File: config.mk
export PLATFORM = sky130hd
export DESIGN_NAME = sample_codec
export DESIGN_NICKNAME = d
export VERILOG_FILES = /design/src/rtl/sample_codec_pkg.sv /design/src/rtl/fp_pack.sv /design/src/rtl/fp_unpack.sv /design/src/rtl/codec_stage.sv /design/src/rtl/sample_codec.sv
export SDC_FILE = /design/constraint.sdc
export NUM_CORES = 1
export LEC_CHECK = 0
export CORE_MARGIN = 2
export CORE_UTILIZATION = 40
export CTS_BUF_LIST = sky130_fd_sc_hd__clkbuf_8
export DETAILED_ROUTE_END_ITERATION = 12
export GPL_ROUTABILITY_DRIVEN = 0
export GPL_TIMING_DRIVEN = 1
export PLACE_DENSITY = 0.72
export SLEW_MARGIN = 5
export SYNTH_ARGS = -nofsm -noshare
export SYNTH_HDL_FRONTEND = slang
export SYNTH_SLANG_ARGS = --single-unit
File: constraint.sdc
create_clock -name clk -period 3.3 [get_ports clk]
set_input_delay 0.99 -clock clk [delete_from_list [all_inputs] [get_ports clk]]
set_output_delay 0.99 -clock clk [all_outputs]
set_load 0.01 [all_outputs]
File: src/rtl/sample_codec_pkg.sv
package sample_codec_pkg;
    localparam int SAMPLE_W = 24;
    localparam int EXP_W    = 4;
    localparam int MANT_W   = 11;
    localparam int WORD_W   = 1 + EXP_W + MANT_W;
    localparam int EXP_CAP  = SAMPLE_W - MANT_W - 1;
    localparam int MAX_SHR  = EXP_CAP - 1;

    typedef enum logic {
        MODE_PACK   = 1'b0,
        MODE_UNPACK = 1'b1
    } codec_mode_e;

    typedef logic [SAMPLE_W-1:0] sample_t;

    typedef struct packed {
        logic              sign;
        logic [EXP_W-1:0]  expo;
        logic [MANT_W-1:0] mant;
    } fword_t;
endpackage

File: src/rtl/fp_pack.sv
module fp_pack
    import sample_codec_pkg::*;
(
    input  sample_t smp,
    output fword_t  word
);
    sample_t          diff;
    sample_t          shifted;
    logic [EXP_W-1:0] expo;
    logic             found;

    always_comb begin
        diff  = smp ^ {smp[SAMPLE_W-2:0], 1'b0};
        expo  = EXP_W'(EXP_CAP);
        found = 1'b0;
        for (int i = 0; i < EXP_CAP; i++) begin
            if (!found && diff[SAMPLE_W-1-i]) begin
                expo  = EXP_W'(i);
                found = 1'b1;
            end
        end
    end

    always_comb begin
        shifted   = smp << expo;
        word.sign = smp[SAMPLE_W-1];
        if (found) begin
            word.expo = expo;
            word.mant = shifted[SAMPLE_W-3 -: MANT_W];
        end else begin
            word.expo = smp[SAMPLE_W-1] ? {EXP_W{1'b1}} : EXP_W'(EXP_CAP);
            word.mant = smp[MANT_W-1:0];
        end
    end
endmodule

File: src/rtl/fp_unpack.sv
module fp_unpack
    import sample_codec_pkg::*;
(
    input  fword_t  word,
    output sample_t smp
);
    logic             saturated;
    logic [EXP_W-1:0] shamt;
    sample_t          staged;

    always_comb begin
        saturated = (word.expo > EXP_W'(MAX_SHR));
        shamt     = saturated ? EXP_W'(MAX_SHR) : word.expo;
        staged    = {word.sign, (~word.sign & ~saturated), word.mant, {(SAMPLE_W-2-MANT_W){1'b0}}};
        smp       = sample_t'($signed(staged) >>> shamt);
    end
endmodule

File: src/rtl/codec_stage.sv
module codec_stage #(
    parameter int W       = 24,
    parameter bit OUT_REG = 1'b1
) (
    input  logic         clk,
    input  logic         rst,
    input  logic         in_valid,
    output logic         in_ready,
    input  logic [W-1:0] in_data,
    output logic         out_valid,
    input  logic         out_ready,
    output logic [W-1:0] out_data
);
    generate
        if (OUT_REG) begin : g_reg
            logic         vld_q;
            logic [W-1:0] dat_q;

            assign in_ready  = !vld_q || out_ready;
            assign out_valid = vld_q;
            assign out_data  = dat_q;

            always_ff @(posedge clk) begin
                if (rst) begin
                    vld_q <= 1'b0;
                    dat_q <= '0;
                end else if (in_ready) begin
                    vld_q <= in_valid;
                    if (in_valid) dat_q <= in_data;
                end
            end


            stall_hold_chk: assert property (@(posedge clk) disable iff (rst)
                (out_valid && !out_ready) |=> (out_valid && $stable(out_data)));

            stall_block_chk: assert property (@(posedge clk) disable iff (rst)
                (out_valid && !out_ready) |-> !in_ready);

            accept_valid_chk: assert property (@(posedge clk) disable iff (rst)
                (in_valid && in_ready) |=> out_valid);
        end else begin : g_comb
            assign in_ready  = out_ready;
            assign out_valid = in_valid;
            assign out_data  = in_data;
        end
    endgenerate
endmodule

File: src/rtl/sample_codec.sv
module sample_codec
    import sample_codec_pkg::*;
#(
    parameter bit OUT_REG = 1'b1
) (
    input  logic                clk,
    input  logic                rst,
    input  logic                mode,
    input  logic                in_valid,
    output logic                in_ready,
    input  logic [SAMPLE_W-1:0] in_data,
    output logic                out_valid,
    input  logic                out_ready,
    output logic [SAMPLE_W-1:0] out_data
);
    localparam int PAD_W = SAMPLE_W - WORD_W;

    codec_mode_e sel;
    fword_t      packed_w;
    fword_t      unpack_in;
    sample_t     unpacked_s;
    sample_t     result;

    assign sel       = codec_mode_e'(mode);
    assign unpack_in = fword_t'(in_data[WORD_W-1:0]);

    fp_pack u_pack (
        .smp  (in_data),
        .word (packed_w)
    );

    fp_unpack u_unpack (
        .word (unpack_in),
        .smp  (unpacked_s)
    );

    always_comb begin
        if (sel == MODE_UNPACK) result = unpacked_s;
        else                    result = {{PAD_W{1'b0}}, packed_w};
    end

    codec_stage #(.W(SAMPLE_W), .OUT_REG(OUT_REG)) u_stage (
        .clk       (clk),
        .rst       (rst),
        .in_valid  (in_valid),
        .in_ready  (in_ready),
        .in_data   (result),
        .out_valid (out_valid),
        .out_ready (out_ready),
        .out_data  (out_data)
    );

    generate
        if (OUT_REG) begin : g_chk

            pack_sign_chk: assert property (@(posedge clk) disable iff (rst)
                (in_valid && in_ready && mode == 1'b0) |=> (out_data[WORD_W-1] == $past(in_data[SAMPLE_W-1])));

            pack_pad_chk: assert property (@(posedge clk) disable iff (rst)
                (in_valid && in_ready && mode == 1'b0) |=> (out_data[SAMPLE_W-1:WORD_W] == '0));

            pack_exp_range_chk: assert property (@(posedge clk) disable iff (rst)
                (in_valid && in_ready && mode == 1'b0) |=>
                (out_data[WORD_W-2 -: EXP_W] != 4'd13 && out_data[WORD_W-2 -: EXP_W] != 4'd14));

            unpack_sign_chk: assert property (@(posedge clk) disable iff (rst)
                (in_valid && in_ready && mode == 1'b1) |=> (out_data[SAMPLE_W-1] == $past(in_data[WORD_W-1])));
        end
    endgenerate
endmodule

==> flow_summary.ini <==
[status]
status = finished clean

[sta]
tightestPinTransition_ns = 0.494
hold_violations = 0
fmax_mhz = 305
finClkSkew_ns = 0.00441
slew_viol_final = 0
final-setup-viol-count = 0
slew_headroom = 0.667
fin_crit_sh = 0.994
fin_hold_ws_ns = 0.457
tns_ns = 0
post-route-min-period_ns = 3.28

[final_layout]
layout.nets = 597
drive_gt1_frac = 0.363
n_antenna_cell = 0
synthToLayoutAreaGrowth_pct = 63.4

[setup_path]
crit_chain = dlygate4sd2_1 > or4_4 > nand2_4 > a31oi_4 > o21ai_4 > buf_12 > mux2i_1 > mux2i_1 > mux2_1 > o2111ai_2 > a211oi_2
rrSetupSlack_ns = 1.51
cpPeakStageDelay_ns = 0.56
cp.required_ns = 3.46
start_kind = input pin
cp.arrival_ns = 3.44
critPathMaxFanout = 9
cp_slowest_cell = or4_4
path_common_cell = mux2i_1
crit_path_end_kind = register
criticalPathCategory = in -> reg
critPathTopFamily = multiplexers
worst-path-buf-inv = 2

[detailed_routing]
vias = 4160
drt_iter0_markers = 549
wl_per_cell_um = 19.7
drc = 0
wl_mm = 13.0
via_per_inst = 6.27
firstDrtPassIters = 5
antenna_left = 0

[pwr]
p_leak_nw = 2.13
p_switching_uw = 507
pwr-share-comb = 0.597
powerDensity_nw_per_um2 = 267
seqPwrFrac = 0.259
p_int_uw = 807
sw_frac_of_total = 0.386
peakVddDrop_v = 0.000174
power_frac_clock = 0.144

[die]
floorplan.initialDensity = 0.415
ios = 55
rows = 31
die_height_um = 90.8
die_area_um2 = 8240
chipWidth_um = 90.8
coreArea_um2 = 7250

[synthesis]
yosys-top-cells-count = mux2i_1, nor2_1, nand2_1
syn_inst = 402
synth-seq-cells = 25
synth_edf_count = 0
synth_cell_types = 64
ys.flop_type = dfxtp_1
ys_warn_count = 0
avgSynthCellArea_um2 = 7.49
yosysSeqAreaShare = 0.166
async_flop_share = 0
synth_top_area_cell = mux2i_1
synth_area_um2 = 3010
yosysMostFrequentCell = mux2i_1
synth_area_leaders = mux2i_1, dfxtp_1, a21oi_1
yosysTopAreaCellShare = 0.206
synthesis.nets = 433

[flow_run]
cap_violations = 0

[placement]
io_buffers = 54
hpwl_mm = 8.98

[grt]
grt_max_degree = 24
grt_pass1_wl_mm = 19.9
antenna_found_initial = 0
grt_usage = 0.296
overflow = 0
grt_pass1_vias = 3967

[clocking]
cts_tree = done
cts_max_path_buffers = 2
cts-buffers-inserted = 3
cts_hold_buf = 0
clock_sinks = 25
htreeDepth = 1
clk_pin_slew_ns = 0.09
clk_latency_ns = 0.28
cts-root-buf = clkbuf_8

[min_path]
hp-class = reg -> reg
[cell type report]
cell class,instances,area [um2]
clock buffers,3,41.3
clock inverters,1,7.51
fillers,541,2330
inverters,5,18.8
multi-input cells,339,2570
flip-flops and latches,25,500
well taps,99,124
repair buffers,192,1660
[cells in the final DEF, fill, tap and decap left out, types with 6 or more instances in the layout]
| master | netlist | routed |
|---|---|---|
| mux2i_1 | 62 | 51 |
| buf_6 | 4 | 11 |
| mux2i_2 | 0 | 8 |
| buf_4 | 0 | 123 |
| nor2_1 | 40 | 38 |
| o211ai_1 | 11 | 11 |
| a21oi_1 | 33 | 32 |
| nand3_1 | 8 | 8 |
| dfxtp_1 | 25 | 25 |
| o21ai_0 | 25 | 24 |
| clkdlybuf4s50_1 | 0 | 41 |
| nor3_1 | 9 | 8 |
| a211oi_1 | 8 | 6 |
| nand2_1 | 34 | 34 |
[sequential cells by signal, summed over array words and instances (netlist names)]
register / flops
u_stage.out_valid: 1
u_stage.out_data: 24
[worst paths after layout]
kind / startpoint / end / cells past startpoint
worst min-delay path: u_stage.out_data[19]$_SDFFE_PP0P_ / u_stage.out_data[19]$_SDFFE_PP0P_ / 2
worst min register to register: u_stage.out_data[19]$_SDFFE_PP0P_ / u_stage.out_data[19]$_SDFFE_PP0P_ / 2
worst max-delay path: in_data[17] / u_stage.out_data[10]$_SDFFE_PP0P_ / 11
worst max register to register: u_stage.out_valid$_SDFFE_PP0N_ / u_stage.out_data[1]$_SDFFE_PP0P_ / 6
[repair_timing]
action | CTS | global route
endpoints found under the hold margin | 0 | 0
resized for setup | 47 | 39
setup endpoints to repair | 14 | 13
cloned | 1 | 0
setup buffers | 10 | 7
pin swaps | 22 | 17
[power groups by stage]
stage | Combinational (mW) | Clock (mW) | Sequential (mW)
floorplan | 0.329 | 0 | 0.355
global placement | 0.632 | 0 | 0.346
detailed placement | 0.647 | 0 | 0.346
CTS | 0.719 | 0.191 | 0.339
global route | 0.824 | 0.203 | 0.343
finish | 0.785 | 0.189 | 0.340
[cell families after synthesis]
logic type / count (synthesis) / share of synthesized area
compound gates: 129 / 0.291
xor+xnor: 5 / 0.0145
simple gates: 134 / 0.226
mux: 69 / 0.235
buf+inv: 38 / 0.0594
flops: 25 / 0.166
fa+ha+maj: 2 / 0.00831
[per-layer routing]
layer,share of wire,track usage,vias to the layer above,wire length [um]
met5,0,0,-,0
met3,0.099,0.0476,87,1290
li1,-,-,1846,-
met4,0.051,0.109,0,670
met2,0.45,0.496,306,5920
met1,0.40,0.384,1921,5170
[tightest hold or removal path, stage by stage, from the launching register on]
cell and delay (ns):
dfxtp_1 0.32, nand2_1 0.05, a21oi_1 0.05
[through the flow]
step                worst slack [ns]   util  cell area (um2)  total power, mW  std cells
global route                 -0.0380  0.678             4920             1.37        664
global placement              -0.482  0.614             4450            0.978        643
finish                        0.0190  0.678             4920             1.31        664
CTS                          0.00982  0.660             4790             1.25        658
floorplan                   -0.00489      -             3020            0.685        402
detailed placement            -0.553  0.614             4450            0.993        643
Power figures use the tool's default switching activity.
